===== src/rtl/i2c_tgt_pkg.sv =====
package i2c_tgt_pkg;

  localparam int unsigned BYTE_W = 8;
  localparam int unsigned ADDR_W = BYTE_W - 1;
  localparam int unsigned CNT_W  = $clog2(BYTE_W + 1);

  typedef enum logic [3:0] {
    ST_IDLE,
    ST_SKIP,
    ST_ADDR,
    ST_ADDR_ACK,
    ST_WR_BIT,
    ST_WR_HOLD,
    ST_WR_ACK_SU,
    ST_WR_ACK,
    ST_RD_FETCH,
    ST_RD_SU,
    ST_RD_BIT,
    ST_RD_ACK
  } tgt_state_e;

  typedef enum logic [1:0] {
    SH_HOLD,
    SH_IN,
    SH_LOAD,
    SH_LEFT
  } shift_op_e;

endpackage


===== src/rtl/i2c_tgt_rst_sync.sv =====
module i2c_tgt_rst_sync #(
  parameter int unsigned STAGES = 2
) (
  input  logic clk,
  input  logic arst_n,
  output logic rst_n_o
);

  logic [STAGES-1:0] chain_q;

  always_ff @(posedge clk or negedge arst_n) begin
    if (!arst_n) begin
      chain_q <= '0;
    end else begin
      chain_q <= {chain_q[STAGES-2:0], 1'b1};
    end
  end

  assign rst_n_o = chain_q[STAGES-1];

endmodule


===== src/rtl/i2c_tgt_line_sync.sv =====
module i2c_tgt_line_sync #(
  parameter int unsigned WIDTH  = 2,
  parameter int unsigned STAGES = 2
) (
  input  logic             clk,
  input  logic             rst_n,
  input  logic [WIDTH-1:0] d_i,
  output logic [WIDTH-1:0] q_o
);

  logic [WIDTH-1:0] stage_q [STAGES];

  genvar g;
  generate
    for (g = 0; g < STAGES; g++) begin : g_stage
      logic [WIDTH-1:0] src;
      if (g == 0) begin : g_first
        assign src = d_i;
      end else begin : g_next
        assign src = stage_q[g-1];
      end
      always_ff @(posedge clk or negedge rst_n) begin
        if (!rst_n) begin
          stage_q[g] <= '1;
        end else begin
          stage_q[g] <= src;
        end
      end
    end
  endgenerate

  assign q_o = stage_q[STAGES-1];

endmodule


===== src/rtl/i2c_tgt_cond.sv =====
module i2c_tgt_cond (
  input  logic clk,
  input  logic rst_n,
  input  logic scl_s,
  input  logic sda_s,
  output logic scl_rise,
  output logic scl_fall,
  output logic bus_start,
  output logic bus_stop
);

  logic scl_d_q;
  logic sda_d_q;

  always_ff @(posedge clk or negedge rst_n) begin
    if (!rst_n) begin
      scl_d_q <= 1'b1;
      sda_d_q <= 1'b1;
    end else begin
      scl_d_q <= scl_s;
      sda_d_q <= sda_s;
    end
  end

  assign scl_rise  = scl_s & ~scl_d_q;
  assign scl_fall  = ~scl_s & scl_d_q;
  assign bus_start = scl_s & scl_d_q & sda_d_q & ~sda_s;
  assign bus_stop  = scl_s & scl_d_q & ~sda_d_q & sda_s;

endmodule


===== src/rtl/i2c_tgt_shreg.sv =====
module i2c_tgt_shreg
  import i2c_tgt_pkg::*;
(
  input  logic              clk,
  input  logic              rst_n,
  input  shift_op_e         op_i,
  input  logic              bit_i,
  input  logic [BYTE_W-1:0] load_i,
  output logic [BYTE_W-1:0] data_o
);

  logic [BYTE_W-1:0] data_q;
  logic [BYTE_W-1:0] data_n;
  logic              data_en;

  always_comb begin
    data_en = 1'b1;
    data_n  = data_q;
    unique case (op_i)
      SH_IN:   data_n = {data_q[BYTE_W-2:0], bit_i};
      SH_LOAD: data_n = load_i;
      SH_LEFT: data_n = {data_q[BYTE_W-2:0], 1'b0};
      default: data_en = 1'b0;
    endcase
  end

  always_ff @(posedge clk or negedge rst_n) begin
    if (!rst_n) begin
      data_q <= '0;
    end else if (data_en) begin
      data_q <= data_n;
    end
  end

  assign data_o = data_q;

endmodule


===== src/rtl/i2c_tgt_stretch.sv =====
module i2c_tgt_stretch
  import i2c_tgt_pkg::*;
#(
  parameter int unsigned SYNC_STAGES = 2
) (
  input  logic              clk,
  input  logic              rst_n,
  input  logic [ADDR_W-1:0] own_addr_i,
  input  logic              scl_i,
  input  logic              sda_i,
  output logic              scl_pull_o,
  output logic              sda_pull_o,
  output logic [BYTE_W-1:0] rx_data_o,
  output logic              rx_valid_o,
  input  logic              rx_ready_i,
  input  logic [BYTE_W-1:0] tx_data_i,
  input  logic              tx_valid_i,
  output logic              tx_ready_o
);

  localparam logic [CNT_W-1:0] LAST_BIT = CNT_W'(BYTE_W);

  logic rst_sync_n;
  logic [1:0] line_s;
  logic scl_s;
  logic sda_s;
  logic scl_rise;
  logic scl_fall;
  logic bus_start;
  logic bus_stop;

  tgt_state_e        state_q, state_n;
  logic              sda_q, sda_n;
  logic [CNT_W-1:0]  cnt_q, cnt_n;
  logic              rw_q, rw_n;
  logic              nack_q, nack_n;
  shift_op_e         sh_op;
  logic [BYTE_W-1:0] sh_data;

  i2c_tgt_rst_sync #(.STAGES(2)) u_rst (
    .clk     (clk),
    .arst_n  (rst_n),
    .rst_n_o (rst_sync_n)
  );

  i2c_tgt_line_sync #(.WIDTH(2), .STAGES(SYNC_STAGES)) u_sync (
    .clk   (clk),
    .rst_n (rst_sync_n),
    .d_i   ({scl_i, sda_i}),
    .q_o   (line_s)
  );

  assign scl_s = line_s[1];
  assign sda_s = line_s[0];

  i2c_tgt_cond u_cond (
    .clk       (clk),
    .rst_n     (rst_sync_n),
    .scl_s     (scl_s),
    .sda_s     (sda_s),
    .scl_rise  (scl_rise),
    .scl_fall  (scl_fall),
    .bus_start (bus_start),
    .bus_stop  (bus_stop)
  );

  i2c_tgt_shreg u_shreg (
    .clk    (clk),
    .rst_n  (rst_sync_n),
    .op_i   (sh_op),
    .bit_i  (sda_s),
    .load_i (tx_data_i),
    .data_o (sh_data)
  );

  // next-state logic
  always_comb begin
    state_n = state_q;
    sda_n   = sda_q;
    cnt_n   = cnt_q;
    rw_n    = rw_q;
    nack_n  = nack_q;
    sh_op   = SH_HOLD;
    if (bus_stop) begin
      state_n = ST_IDLE;
      sda_n   = 1'b0;
    end else if (bus_start) begin
      state_n = ST_ADDR;
      sda_n   = 1'b0;
      cnt_n   = '0;
    end else begin
      unique case (state_q)
        ST_ADDR: begin
          if (scl_rise) begin
            sh_op = SH_IN;
            cnt_n = cnt_q + CNT_W'(1);
          end else if (scl_fall && cnt_q == LAST_BIT) begin
            if (sh_data[BYTE_W-1:1] == own_addr_i) begin
              rw_n    = sh_data[0];
              sda_n   = 1'b1;
              state_n = ST_ADDR_ACK;
            end else begin
              state_n = ST_SKIP;
            end
          end
        end
        ST_ADDR_ACK: begin
          if (scl_fall) begin
            sda_n   = 1'b0;
            cnt_n   = '0;
            state_n = rw_q ? ST_RD_FETCH : ST_WR_BIT;
          end
        end
        ST_WR_BIT: begin
          if (scl_rise) begin
            sh_op = SH_IN;
            cnt_n = cnt_q + CNT_W'(1);
          end else if (scl_fall && cnt_q == LAST_BIT) begin
            state_n = ST_WR_HOLD;
          end
        end
        ST_WR_HOLD: begin
          if (rx_ready_i) begin
            sda_n   = 1'b1;
            state_n = ST_WR_ACK_SU;
          end
        end
        ST_WR_ACK_SU: state_n = ST_WR_ACK;
        ST_WR_ACK: begin
          if (scl_fall) begin
            sda_n   = 1'b0;
            cnt_n   = '0;
            state_n = ST_WR_BIT;
          end
        end
        ST_RD_FETCH: begin
          if (tx_valid_i) begin
            sh_op   = SH_LOAD;
            sda_n   = ~tx_data_i[BYTE_W-1];
            cnt_n   = '0;
            state_n = ST_RD_SU;
          end
        end
        ST_RD_SU: state_n = ST_RD_BIT;
        ST_RD_BIT: begin
          if (scl_rise) begin
            cnt_n = cnt_q + CNT_W'(1);
          end else if (scl_fall) begin
            if (cnt_q == LAST_BIT) begin
              sda_n   = 1'b0;
              state_n = ST_RD_ACK;
            end else begin
              sh_op = SH_LEFT;
              sda_n = ~sh_data[BYTE_W-2];
            end
          end
        end
        ST_RD_ACK: begin
          if (scl_rise) begin
            nack_n = sda_s;
          end else if (scl_fall) begin
            state_n = nack_q ? ST_SKIP : ST_RD_FETCH;
          end
        end
        default: ;
      endcase
    end
  end

  // state registers
  always_ff @(posedge clk or negedge rst_sync_n) begin
    if (!rst_sync_n) begin
      state_q <= ST_IDLE;
      sda_q   <= 1'b0;
      cnt_q   <= '0;
      rw_q    <= 1'b0;
      nack_q  <= 1'b1;
    end else begin
      state_q <= state_n;
      sda_q   <= sda_n;
      cnt_q   <= cnt_n;
      rw_q    <= rw_n;
      nack_q  <= nack_n;
    end
  end

  assign scl_pull_o = (state_q == ST_WR_HOLD)  || (state_q == ST_WR_ACK_SU) ||
                      (state_q == ST_RD_FETCH) || (state_q == ST_RD_SU);
  assign sda_pull_o = sda_q;
  assign rx_data_o  = sh_data;
  assign rx_valid_o = (state_q == ST_WR_HOLD);
  assign tx_ready_o = (state_q == ST_RD_FETCH);

endmodule


===== config.mk =====
export PLATFORM = sky130hd
export DESIGN_NAME = i2c_tgt_stretch
export DESIGN_NICKNAME = d
export VERILOG_FILES = /design/src/rtl/i2c_tgt_pkg.sv /design/src/rtl/i2c_tgt_rst_sync.sv /design/src/rtl/i2c_tgt_line_sync.sv /design/src/rtl/i2c_tgt_cond.sv /design/src/rtl/i2c_tgt_shreg.sv /design/src/rtl/i2c_tgt_stretch.sv
export SDC_FILE = /design/constraint.sdc
export NUM_CORES = 1
export LEC_CHECK = 0
export ABC_AREA = 1
export BUFFER_PORTS_ARGS = -buffer_cell sky130_fd_sc_hd__buf_2
export CORE_MARGIN = 3
export CORE_UTILIZATION = 40
export DETAILED_ROUTE_END_ITERATION = 10
export GPL_TIMING_DRIVEN = 0
export PLACE_DENSITY_LB_ADDON = 0.1
export SYNTH_ARGS = -nofsm -noshare
export SYNTH_HDL_FRONTEND = slang
export SYNTH_SLANG_ARGS = --single-unit

===== constraint.sdc =====
create_clock -name clk -period 1.7 [get_ports clk]
set_input_delay 0.255 -clock clk [delete_from_list [all_inputs] [get_ports clk]]
set_output_delay 0.255 -clock clk [all_outputs]
set_load 0.01 [all_outputs]

# After elaboration in Yosys (flattened, before gate mapping)
# Index checks and enable logic that the tools add are counted.
totals:
  reg_bits: 27
  input_bits: 21
  latch_bits: 0
  wordCells: 125
  n_memories: 0
  out_inout_bits: 12
  mem_bits_rw: 0
  rom_bits: 0
classes:
  bitwise_logic: 16
  shifts: 0
  div_mod_pow: 0
  n_eq_ne: 33
  muxes: 46
  n_lt_le_gt_ge: 0
  multipliers: 0
  n_addsub: 1
  reduce_logical: 18
ops:
  columns: ["op", "n"]
  rows:
  - ["4-bit 2-to-1 mux", 21]
  - ["4-bit != test, second input constant", 12]
  - ["4-bit one-hot mux with 10 select lines", 1]
  - ["8-bit one-hot mux with 3 select lines", 1]
  - ["4-bit == test, second input constant", 5]
  - ["4-bit by 3-bit == test with 1-bit output, second input constant", 4]
  - ["2-bit 2-to-1 mux", 7]
  - ["14-bit AND reduction", 1]
  - ["1-bit 2-to-1 mux", 13]
  - ["4-bit one-hot mux with 3 select lines", 1]
  - ["12-bit nonzero test", 1]
  - ["1-bit inverter", 9]
  - ["9-bit AND reduction", 1]
  - ["4-bit by 2-bit == test with 1-bit output, second input constant", 2]
  - ["4-bit by 1-bit != test with 1-bit output, second input constant", 2]
  - ["1-bit bitwise AND", 7]
  - ["7-bit == test", 1]
  - ["7-bit nonzero test", 1]
  - ["3-bit by 1-bit != test with 1-bit output, second input constant", 2]
  - ["2-bit one-hot mux with 3 select lines", 1]
  - ["6-bit AND reduction", 1]
  - ["3-bit OR reduction", 2]
  - ["1-bit one-hot mux with 5 select lines", 1]
  - ["5-bit AND reduction", 1]
  - ["12 further kinds", 16]

# Depth between registers and ports, before layout
# Gate-level depths: netlist of run 1.
logic_depth:
  depth_word: 11
  ltp_mapped: 12
  depth_no_buf: 12

# By module
# From an unflattened synthesis of run 1, not the netlist that was laid out.
unflattened:
  hier_cells: 274
  hier_area_um2: 1876.8
modules_own_cells:
  columns: ["mod", "cells_each", "seq_area_each_um2", "n_inst", "area_per_inst_um2"]
  rows:
  - ["i2c_tgt_stretch", 209, 276.5, 1, 1244.9]
  - ["i2c_tgt_shreg", 45, 200.2, 1, 379.1]
  - ["i2c_tgt_line_sync", 4, 105.1, 1, 105.1]
  - ["i2c_tgt_cond", 13, 52.6, 1, 93.8]
  - ["i2c_tgt_rst_sync", 3, 50.0, 1, 53.8]

# Worst setup path before layout of run 1
# OpenSTA, ideal clock, no wires.
synth_timing:
  kind: "register -> register"
  start: "reg u_sync.stage_q (netlist bit u_sync.q_o[1])"
  end: "reg state_q[3]"
  arrival_ps: 1452
  path_stages_with_launch: 10
  setup_ps: 116
  required_ps: 1584
  path_buffers: 0
  synth_period_minus_slack_ps: 1568
  slack_ps: 132
  path_cell_list: "dfstp_2 > nand2_1 > nor2_2 > nor2_2 > nand2_1 > nand2_1 > nor2_1 > nand3_1 > nand2_1 > nand2_1"
synth_via:
  elab_chain_cells: 5
  word_cells_on_any_way: 26
  classes_between: "13 x eq/ne; 2 x mux; 8 x bitwise; 3 x reduce/logical"
synth_lines:
  columns: ["item", "line", "text"]
  rows:
  - ["start: declaration", "i2c_tgt_line_sync.sv:11", "logic [WIDTH-1:0] stage_q [STAGES];"]
  - ["start signal: indexed assignment", "i2c_tgt_line_sync.sv:26", "stage_q[g] <= src;"]
  - ["1-bit bitwise AND / 1-bit inverter (equally long branches)", "i2c_tgt_cond.sv:27, i2c_tgt_cond.sv:28, i2c_tgt_cond.sv:26", null]
  - ["1-bit bitwise AND, on equally long branches", "i2c_tgt_cond.sv:27, i2c_tgt_cond.sv:26, i2c_tgt_cond.sv:28", null]
  - ["1-bit bitwise AND (tied with other cells)", "i2c_tgt_cond.sv:27", "assign bus_start = scl_s & scl_d_q & sda_d_q & ~sda_s;"]
  - ["12-bit nonzero test (no source line) (tied with other cells)", null, null]
  - ["14-bit AND reduction (no source line) / 4-bit 2-to-1 mux (equally long branches)", null, null]
  - ["end signal: assignment", "i2c_tgt_stretch.sv:179", "state_q <= state_n;"]
  - ["end: declaration", "i2c_tgt_stretch.sv:32", "tgt_state_e state_q, state_n;"]
# Several ways; a longest one is shown, not always the timed one.
# A chain may end at the register's enable or synchronous reset.

# Final worst setup path of run 1
layout_timing:
  start: "reg u_cond.scl_d_q"
  end: "reg state_q[1]"
layout_via:
  elab_chain_cells: 5
  word_cells_on_any_way: 26
  classes_between: "13 x eq/ne; 2 x mux; 8 x bitwise; 3 x reduce/logical"
layout_lines:
  columns: ["item", "line", "text"]
  rows:
  - ["start: declaration", "i2c_tgt_cond.sv:12", "logic scl_d_q;"]
  - ["start signal: assignment", "i2c_tgt_cond.sv:20", "scl_d_q <= scl_s;"]
  - ["1-bit bitwise AND", "i2c_tgt_cond.sv:27, i2c_tgt_cond.sv:28", null]
  - ["1-bit bitwise AND, on equally long branches (2 in a row)", "i2c_tgt_cond.sv:27, i2c_tgt_cond.sv:28", null]
  - ["12-bit nonzero test (no source line) (tied with other cells)", null, null]
  - ["14-bit AND reduction (no source line) / 4-bit 2-to-1 mux (equally long branches)", null, null]
# Several ways; a longest one is shown, not always the timed one.

==> results by stage, run 1 <==
Die:
- Once the floorplan was initialized, standard cells occupied 42.79% of the core.
- The die is 75.18 um wide.
- The die covers 5652 um2.
- 33 I/O pins were placed.
- The core region is 4474 um2.
- The floorplan has 24 rows.
- From bottom edge to top edge, the die measures 75.18 um.

Clocking:
- Clock tree synthesis inserted a total of 3 buffers.
- The clock-pin slew reported for the worst setup and hold paths after clock tree synthesis is 0.11 ns.
- In this run the deepest clock path goes through 2 buffers.
- The cell sitting at the root of the clock tree is a sky130_fd_sc_hd__clkbuf_8.
- The later pin in the worst-skew pair is clocked with a latency of 0.29 ns.
- The CTS H-tree depth is 1.
- The clock tree from TritonCTS is built.
- The tree built by TritonCTS fans out to 27 sinks.

Pwr:
- The clock power share is 14.5%.
- The worst-case IR drop observed on VDD is 0.5323 mV.
- For this design the total switching power over the nets is 1.302 mW.
- The design draws 2.819 mW.
- The logic gate share of total power is 49.4%.
- The proportion of power drawn by flip-flops and latches is 36.1%.
- The power density normalized to cell area is 1144 nW/um2.
- Internal power comes to 1.517 mW.
- The static leakage power is 1.280 nW.
- In this run switching power makes up 46.19% of total power.

Place:
- The count of input and output buffers is 32.
- Detailed placement finished with a half-perimeter wire length of 3532 um.
- In this run the cell area measured after placement is 2140 um2.
- Routability-driven placement finished with a final weighted congestion of 0.9274.

Critical path:
- Data arrives at the worst endpoint at 1.95 ns.
- STA classifies the critical path endpoint as a flip-flop.
- The endpoint identified for the worst register-to-register timing path is state_q[1].
- The reg-to-reg critical path startpoint is u_cond.scl_d_q.
- The kind of critical path is flip-flop to flip-flop.
- Counting cells, the worst reg-to-reg path comes to 11.
- Along the worst path, the maximum fanout reaches 6.
- The worst-case register-to-register setup slack is -0.03 ns.
- STA classifies the critical path startpoint as a flip-flop.
- The endpoint required time on the critical path is 1.92 ns.
- The most critical setup path has its startpoint at u_cond.scl_d_q.
- The most critical setup path has its endpoint at state_q[1].

Synthesis:
- Summing every instance area after synthesis gives 1914 um2.
- The synthesized netlist net count is 320.
- The count of distinct cell types in the synthesized netlist is 28.
- Of all cell types, the one taking the most synthesized area is sky130_fd_sc_hd__dfrtp_1.
- The number of synthesis warnings is 0.
- The sequential element share of the synthesized area is 35.75%.
- Synthesis inferred 27 register bits.
- After synthesis, the largest area contributor takes up 26.14% of total cell area.
- A synthesized cell averages 6.446 um2.
- The cell count after synthesis came out at 297.
- Ranked by total cell area, the synthesized netlist is headed by sky130_fd_sc_hd__dfrtp_1, sky130_fd_sc_hd__nand2_1, sky130_fd_sc_hd__dfstp_2.

Timing:
- Setup total negative slack on the finished layout was measured at -0.07195 ns.
- Derived from the worst setup path, the maximum achievable clock frequency is 578.2 MHz.
- The final-report setup violation count is 4.
- Across all setup checks in the final design, the least slack found is -0.02941 ns.
- Hold is met by 0.06211 ns.
- The max-slew violation total from the final report was 0.
- The headroom to the max-slew limit is 29.44%.
- Across the routed clock network, the largest skew measured is 0.01023 ns.
- The final-report hold violation count is 0.
- For the pin with the worst max-slew slack, the measured transition is 1.058 ns.
- The minimum clock period is 1.729 ns.
- Setup repair after global routing could not meet its margin everywhere.
- The share of the clock period used by the worst path after layout is 101.7%.

Route:
- Wire segments on met2 add up to 2277 um in the final route.
- The final layout contains routed wiring with a total length of 4802 um.
- The number of iterations in the first detailed-routing pass is 4.
- The number of violations reported at the end of detailed-routing iteration 0 is 112.
- In this run the remaining antenna-violating nets after routing total 0.
- The residual DRC count is 0.
- Wire segments on met3 add up to 265 um in the final route.
- The routed metal-1 wire length is 2226 um.
- The highest metal layer carrying signal wires in the routed design is met4.
- The final route contains 1,982 vias.
- In the final routed layout, each cell accounts on average for 12.01 um.
- After detailed routing, the number of vias per cell comes to 4.955.

Hold path:
- The path class of the lowest-slack min-delay path is input pin to flip-flop.

Global routing:
- The overall fraction of global-route tracks in use is 18.30%.
- The via count of the first global-routing pass is 1,794.
- Summed over all layers, the global routing overflow is 0.
- The first global-routing pass estimated 8017 um of wire.
- Entering global routing, the biggest net connects 26 pins.
- The initial antenna violation count is 0.

Layout:
- For this run, the post-layout net count is 372.
- Summing all flip-flop and latch instances after layout gives 688.2 um2.
- The layout cell share with drive strength beyond 1 is 33.91%.
- The multi-input combinational cells in the finished layout cover a total of 1202 um2.
- The antenna diode instance count is 0.
- The layout has 450 filler cells.
- The final standard cell utilization of the core is 55.06%.
- With fillers left out, the area of the finished cells amounts to 2464 um2.
- Compared with the post-synthesis result, the final layout area differs by 28.69%.

Run status:
- The checks that failed: setup timing.
- The flow ran to the end, but the final reports show violations.

Run:
- Max-cap violations in this run came to 0.
## worst min-delay path by stage
stage / startpoint / end / slack, ns / cells after the start
after detailed placement: rst_n / u_rst.chain_q[1] / 0.04 / 1
final: scl_i / u_sync.g_stage[1].src[1] / 0.06 / 1
after CTS: scl_i / u_sync.g_stage[1].src[1] / 0.05 / 1
after floorplan: rst_n / u_rst.chain_q[0] / -0.04 / 0
after global placement: rst_n / u_rst.chain_q[0] / 0.04 / 1
after global routing: sda_i / u_sync.g_stage[1].src[0] / 0.04 / 1
## flip-flops by register name (all words and copies together), names as in the netlist
name,flops
u_shreg.data_o,8
cnt_q,4
state_q,4
u_rst.chain_q,2
u_sync.g_stage.src,2
u_sync.q_o,2
nack_q,1
rw_q,1
sda_pull_o,1
u_cond.scl_d_q,1
u_cond.sda_d_q,1
## repair_timing
item | CTS | global route
gates resized for setup | 16 | 34
setup buffers | 8 | 5
pin swaps | 6 | 9
endpoints found under the hold margin | 2 | 0
gates cloned | 0 | 1
hold buffers | 1 | 0
setup endpoints to repair | 18 | 19
## per-stage QoR
step                      cells  worst slack, ns
after global routing        400          -0.1224
after CTS                   394         0.003167
after floorplan             297           0.1318
final                       400         -0.02941
after global placement      381          -0.2063
after detailed placement    381          -0.1951
## cell type report
| cell class | count | share of cell area [%] |
|---|---|---|
| repair buffers | 46 | 11.02 |
| clock buffers | 3 | 1.676 |
| clock inverters | 1 | 0.3555 |
| inverters | 43 | 6.653 |
| multi-input cells | 226 | 48.81 |
| well taps | 52 | 2.641 |
| flip-flops and latches | 27 | 27.93 |
| plain buffers | 2 | 0.9142 |
## placed cells by master, fill, tap and decap left out, types with 2 or more instances in the layout
cell and count:
sky130_fd_sc_hd__o21ai_1 5, sky130_fd_sc_hd__nand3_1 21, sky130_fd_sc_hd__nor2_2 7, sky130_fd_sc_hd__o21ai_0 7
sky130_fd_sc_hd__buf_2 32, sky130_fd_sc_hd__nand3_2 2, sky130_fd_sc_hd__nand2_2 17, sky130_fd_sc_hd__o21ai_2 2
sky130_fd_sc_hd__a21oi_1 9, sky130_fd_sc_hd__nor2_1 24, sky130_fd_sc_hd__nand2_4 2, sky130_fd_sc_hd__nor2_4 17
sky130_fd_sc_hd__ha_1 2, sky130_fd_sc_hd__nand2_1 98, sky130_fd_sc_hd__dfstp_2 7, sky130_fd_sc_hd__dfrtp_1 17
sky130_fd_sc_hd__nand3_4 2, sky130_fd_sc_hd__buf_6 3, sky130_fd_sc_hd__buf_4 12, sky130_fd_sc_hd__inv_2 6
sky130_fd_sc_hd__inv_1 36, sky130_fd_sc_hd__dfrtp_2 3, sky130_fd_sc_hd__nor3_1 3, sky130_fd_sc_hd__clkbuf_8 3
## Yosys cell counts
library cell	number
sky130_fd_sc_hd__nand2_1	109
sky130_fd_sc_hd__inv_1	40
sky130_fd_sc_hd__nor2_1	35
sky130_fd_sc_hd__nand3_1	23
sky130_fd_sc_hd__dfrtp_1	20
sky130_fd_sc_hd__a21oi_1	9
sky130_fd_sc_hd__nand2_2	8
sky130_fd_sc_hd__dfstp_2	7
sky130_fd_sc_hd__nor2_2	7
sky130_fd_sc_hd__o21ai_0	7
sky130_fd_sc_hd__o21ai_1	6
sky130_fd_sc_hd__nor2_4	5
sky130_fd_sc_hd__inv_2	3
sky130_fd_sc_hd__nor3_1	3
sky130_fd_sc_hd__ha_1	2
sky130_fd_sc_hd__a211oi_1	1
sky130_fd_sc_hd__a21oi_2	1
sky130_fd_sc_hd__buf_4	1
sky130_fd_sc_hd__buf_6	1
sky130_fd_sc_hd__conb_1	1
sky130_fd_sc_hd__nand3_2	1
sky130_fd_sc_hd__nand3_4	1
sky130_fd_sc_hd__nand3b_1	1
sky130_fd_sc_hd__nand4_1	1
sky130_fd_sc_hd__nor3b_1	1
sky130_fd_sc_hd__o21ai_2	1
sky130_fd_sc_hd__o21bai_1	1
sky130_fd_sc_hd__xor2_1	1
## cells by family after synthesis
group | synth area share (%)
buf+inv | 9.412
xor+xnor | 0.4576
simple gates | 45.43
compound gates | 7.451
other cells | 0.1959
fa+ha+maj | 1.307
flops | 35.75
## layer usage
metal	vias up	track usage [%]
met5	-	0
met4	0	3.883
met3	2	3.204
met2	49	29.98
met1	907	25.43
li1	1024	-
## worst max-delay path, cell delays in order, from the launching register on
cell and delay (ns):
sky130_fd_sc_hd__dfstp_2 0.59, sky130_fd_sc_hd__nand2_4 0.08, sky130_fd_sc_hd__nor2_4 0.23, sky130_fd_sc_hd__buf_6 0.15
sky130_fd_sc_hd__nor2_4 0.03, sky130_fd_sc_hd__nand2_2 0.05, sky130_fd_sc_hd__nand2_2 0.06, sky130_fd_sc_hd__nor2_4 0.13
sky130_fd_sc_hd__nand2_2 0.07, sky130_fd_sc_hd__nor2_4 0.13, sky130_fd_sc_hd__nand2_1 0.07, sky130_fd_sc_hd__nand2_1 0.07
## power groups by stage
stage,registers (mW),logic [mW],clock network (mW)
finish,1.02,1.39,0.408
floorplan,1.02,0.825,0
global placement,1.00,1.20,0
global route,1.05,1.59,0.446
detailed placement,1.01,1.19,0
CTS,0.994,1.26,0.430
(Power assumes the default switching activity.)
==> inputs of run 2 (changes only) <==
--- a/config.mk
+++ b/config.mk
@@ -5,13 +5,13 @@
 export SDC_FILE = /design/constraint.sdc
 export NUM_CORES = 1
 export LEC_CHECK = 0
-export ABC_AREA = 1
 export BUFFER_PORTS_ARGS = -buffer_cell sky130_fd_sc_hd__buf_2
 export CORE_MARGIN = 3
 export CORE_UTILIZATION = 40
 export DETAILED_ROUTE_END_ITERATION = 10
 export GPL_TIMING_DRIVEN = 0
 export PLACE_DENSITY_LB_ADDON = 0.1
+export SLEW_MARGIN = 20
 export SYNTH_ARGS = -nofsm -noshare
 export SYNTH_HDL_FRONTEND = slang
 export SYNTH_SLANG_ARGS = --single-unit
==> run 2 against run 1 <==
  * The run still ends with setup timing left
  * Sequential share of layout area about the same
  * Clock power shrank 7.6%
  * Final cell count fell by 25%
  * Maximum frequency is 6.4% lower
  * Clock skew fell by 0.0055 ns
  * Largest power group unchanged
  * Highest routed layer unchanged
  * Global-route usage is essentially flat
  * Critical endpoint is now state_q[2]
  * Final area decreased by 0.15%
  * Critical path depth shrank 3
  * Count of clock-buffer cells in the layout unchanged
  * First-iteration DRC count increased by 4.5%
  * Worst setup slack worse by 0.12 ns
==> results by stage, run 2 <==
Run status:
- The run finished, with violations left.
- The final reports fail on setup timing.

Synthesis:
- The flip-flop and latch count after synthesis is 27 (unchanged).
- The most frequently used cell type in the post-synthesis netlist is sky130_fd_sc_hd__dfrtp_1.
- The largest total area in the synthesized netlist belongs to sky130_fd_sc_hd__dfrtp_1.
- The number of synthesized flops with an enable pin is 0 (unchanged).
- The count of distinct cell types in the synthesized netlist is 53 (+89%).
- After synthesis, the cell types taking the most area are sky130_fd_sc_hd__dfrtp_1, sky130_fd_sc_hd__dfstp_2, sky130_fd_sc_hd__mux2i_1.
- The post-synth design cell area came to 1727 um2 (-9.8%).
- The proportion of synthesized flip-flops having asynchronous set or reset is 100.0% (unchanged).
- The area share of the largest cell type after synthesis is 28.99% (+2.8 points).
- The synthesized area per cell came to 9.233 um2 (+43%).
- In the synthesized netlist the dominant register cell turns out to be sky130_fd_sc_hd__dfrtp_1.
- Counting instances in the post-synthesis netlist gives the leading cell types as sky130_fd_sc_hd__dfrtp_1, sky130_fd_sc_hd__nor2_1, sky130_fd_sc_hd__nand2_1, sky130_fd_sc_hd__a21oi_1, sky130_fd_sc_hd__mux2i_1.
- The synthesized instance count is 187 (-37%).
- The synthesized netlist net count is 210 (-34%).
- The number of synthesis warnings is 0 (unchanged).
- The sequential element share of the synthesized area is 39.64% (+3.9 points).

Layout:
- The flip-flop and latch area is 688.2 um2 (unchanged).
- The antenna diode instance count came to 0 (unchanged).
- The footprint of the multi-input gates is 1156 um2 (-3.8%).
- The library cells used most frequently in the layout, excluding fill and tap cells, are sky130_fd_sc_hd__buf_2, sky130_fd_sc_hd__buf_4, sky130_fd_sc_hd__dfrtp_1, sky130_fd_sc_hd__nor2_1.
- The layout cell share with drive strength beyond 1 is 48.80% (+15 points).
- The count of non-filler cells in the finished layout is 300 (-25%).
- The number of flip-flops under the largest register name is 8 (unchanged).
- The count of filler cells inserted in the layout was 362 (-20%).
- The number of nets in the finished design was 274 (-26%).
- The growth of design area from synthesis to finish is 42.46%.
- The most common library cell in the layout ignoring fill and taps is sky130_fd_sc_hd__buf_2.
- The area of all placed cells without fillers was 2460 um2 (-0.15%).

Timing:
- The headroom to the max-slew limit is 63.27% (+34 points).
- The peak clock frequency supported by timing is 541.1 MHz (-6.4%).
- The worst slack on hold paths was 0.06582 ns (+0.003708 ns).
- The share of the clock period used by the worst path after layout was 108.7% (+7.0 points).
- The max-slew violation total from the final report is 0 (unchanged).
- The slew at the pin closest to its max-slew limit is 0.5510 ns (-0.5074 ns).
- The smallest setup slack after layout was -0.1480 ns (-0.1186 ns).
- The final-report hold violation count is 0 (unchanged).
- The final total negative setup slack is -1.424 ns (-1.352 ns).
- The minimum clock period is 1.848 ns (+0.1186 ns).
- The post-route clock skew came to 0.004723 ns (-0.005507 ns).
- Setup repair after global routing could not meet its margin everywhere.
- The final-report setup violation count is 14 (+10).

Clocking:
- The clock insertion delay at the later pin of the skew report came to 0.27 ns (-0.02 ns).
- The clock sink total is 27 (unchanged).
- The clock-pin slew reported for the worst setup and hold paths after clock tree synthesis is 0.10 ns (about the same).
- The number of buffers added by the clock tree synthesis step is 3 (unchanged).
- TritonCTS built the clock tree.
- The clock tree root buffer cell is sky130_fd_sc_hd__clkbuf_8.
- The deepest clock path buffer count is 2 (unchanged).
- The CTS H-tree depth is 1 (unchanged).

Critical path:
- The biggest cell delay along the critical path is 0.39 ns (-0.20 ns).
- The family of cells with the greatest summed delay on the critical path is compound AO/OA/AOI/OAI gates.
- The endpoint required time on the critical path came to 1.91 ns (about the same).
- The data arrival time of the worst path is 2.06 ns (+0.11 ns).
- The critical path goes through buf_6, nand2b_4, buf_8, o311ai_4, nand4_1, o21a_4, nor3_2, o21a_1.
- The cell type of the slowest stage on the worst timing path is sky130_fd_sc_hd__dfstp_2.
- STA classifies the critical path startpoint as a flip-flop.
- The kind of critical path is flip-flop to flip-flop.
- The number of buffer and inverter stages on the critical path was 2 (+1).
- The largest fanout of any net on the critical path is 8 (+2).
- The worst setup path is captured at a flip-flop.

Global routing:
- The via count of the first global-routing pass came to 1,672 (-6.8%).
- The largest net degree at the start of global routing is 26 (unchanged).
- The first-pass GRT wire length is 7631 um (-4.8%).
- The overall fraction of global-route tracks in use is 18.31% (about the same).
- The initial antenna violation count is 0 (unchanged).
- The sum of overflow across all layers after global routing is 0 (unchanged).

Place:
- The placed wire-length estimate came to 3128 um (-11%).
- The total instance count after detailed placement was 269 (-29%).
- The count of input and output buffers was 32 (unchanged).
- The area after detailed placement is 1966 um2 (-8.1%).
- The minimum setup slack after placement is -0.4662 ns (-0.2710 ns).
- The final weighted congestion in routability-driven placement was 0.8252 (-11%).

Die:
- The die area was 5141 um2 (-9.0%).
- The effective utilization at floorplan is 42.25% (-0.53 points).
- The total I/O pin count is 33 (unchanged).
- The row count came to 23 (-4.2%).
- The die span in x is 71.70 um (-4.6%).
- The y dimension of the die is 71.70 um (-4.6%).
- The area of the core was 4086 um2 (-8.7%).

Pwr:
- The clock power share came to 12.8% (-1.7 points).
- The internal portion of total power is 1.745 mW (+15%).
- The power density normalized to cell area was 1198 nW/um2 (+4.7%).
- The logic gate share of total power is 55.6% (+6.2 points).
- The proportion of power drawn by flip-flops and latches was 31.7% (-4.4 points).
- The switching component of the power was 1.201 mW (-7.8%).
- The static leakage power is 1.019 nW (-20%).
- The switching share of power is 40.76% (-5.4 points).
- The highest ir drop seen on vdd is 0.6856 mV (+29%).

Hold path:
- In this run the worst hold path is classified as input pin to flip-flop.

Route:
- The total via count after detailed routing came to 1,658 (-16%).
- The post-detailed-routing wire length is 4659 um (-3.0%).
- The residual DRC count was 0 (unchanged).
- The number of iterations in the first detailed-routing pass is 4 (unchanged).
- The number of violations reported at the end of detailed-routing iteration 0 is 117 (+4.5%).
- The final routed wire length divided by cell count is 15.53 um (+29%).
- The number of vias per cell after detailed routing is 5.527 (+12%).
- The remaining antenna violation count is 0 (unchanged).

Run:
- The max-capacitance violation count came to 0 (unchanged).
## run 2: repair_timing
action	CTS	global route
gates cloned	1	0
pin swaps	19	14
hold buffers	1	0
resized for setup	29	38
hold endpoints to repair	2	0
setup buffers	15	12
endpoints found under the setup margin	20	20
## run 2: final timing paths
path                             startpoint                        to  slack, ns  depth (start not counted)
min in group asynchronous  u_rst.chain_q[1]                  cnt_q[0]       0.26                          0
min reg2reg                u_rst.chain_q[1]                  cnt_q[0]       0.26                          0
max in group asynchronous  u_rst.chain_q[1]                state_q[2]       1.04                          0
max reg2reg                   u_sync.q_o[1]                state_q[2]      -0.15                          8
max                           u_sync.q_o[1]                state_q[2]      -0.15                          8
min                                   sda_i  u_sync.g_stage[1].src[0]       0.07                          1
## run 2: area by class of cell
class / count / share of cell area, %
Inverter: 6 / 0.9156
Tap cell: 50 / 2.543
Buffer: 10 / 3.204
Sequential cell: 27 / 27.98
Multi-Input combinational cell: 142 / 47.00
Clock inverter: 1 / 0.3052
Clock buffer: 3 / 1.679
Timing Repair Buffer: 61 / 16.38
## run 2: power groups by stage
| stage | combinational (mW) | sequential (mW) | clock [mW] |
|---|---|---|---|
| 6_report | 1.64 | 0.932 | 0.377 |
| 5_1_grt | 1.77 | 0.954 | 0.415 |
| 4_1_cts | 1.40 | 0.915 | 0.392 |
| 3_5_place_dp | 1.14 | 0.936 | 0 |
| 3_3_place_gp | 1.12 | 0.927 | 0 |
| 2_1_floorplan | 0.816 | 0.938 | 0 |
## run 2: metal layers
| metal | routed length [um] | up-vias | part of all wire (%) | GRT usage, % |
|---|---|---|---|---|
| met5 | 0 | - | 0 | 0 |
| met4 | 17 | 0 | 0.36 | 3.967 |
| met3 | 171 | 2 | 3.7 | 1.683 |
| met2 | 2367 | 37 | 51 | 33.16 |
| met1 | 2104 | 827 | 45 | 23.59 |
| li1 | - | 792 | - | - |
## run 2: stage by stage
step / power (mW) / utilization [%]
after global routing: 3.139 / 60.20
final: 2.946 / 60.20
after global placement: 2.052 / 48.10
after detailed placement: 2.074 / 48.10
after floorplan: 1.754 / -
after CTS: 2.710 / 54.47
## run 2: logic make-up (layout without fill, tap and decap cells)
| group | Yosys count | in the layout | synth area share (%) |
|---|---|---|---|
| mux | 14 | 14 | 8.261 |
| fa+ha+maj | 2 | 2 | 1.449 |
| xor+xnor | 10 | 10 | 5.072 |
| flops | 27 | 27 | 39.64 |
| simple gates | 66 | 66 | 21.38 |
| compound gates | 49 | 49 | 19.06 |
| other cells | 1 | 1 | 0.2172 |
| buf+inv | 18 | 81 | 4.927 |
## run 2: worst register-to-register path, cell delays in order, from the launching register on
cell and delay, ns:
sky130_fd_sc_hd__dfstp_2 0.39, sky130_fd_sc_hd__buf_6 0.13, sky130_fd_sc_hd__nand2b_4 0.15, sky130_fd_sc_hd__buf_8 0.14
sky130_fd_sc_hd__o311ai_4 0.27, sky130_fd_sc_hd__nand4_1 0.20, sky130_fd_sc_hd__o21a_4 0.28, sky130_fd_sc_hd__nor3_2 0.10
sky130_fd_sc_hd__o21a_1 0.13
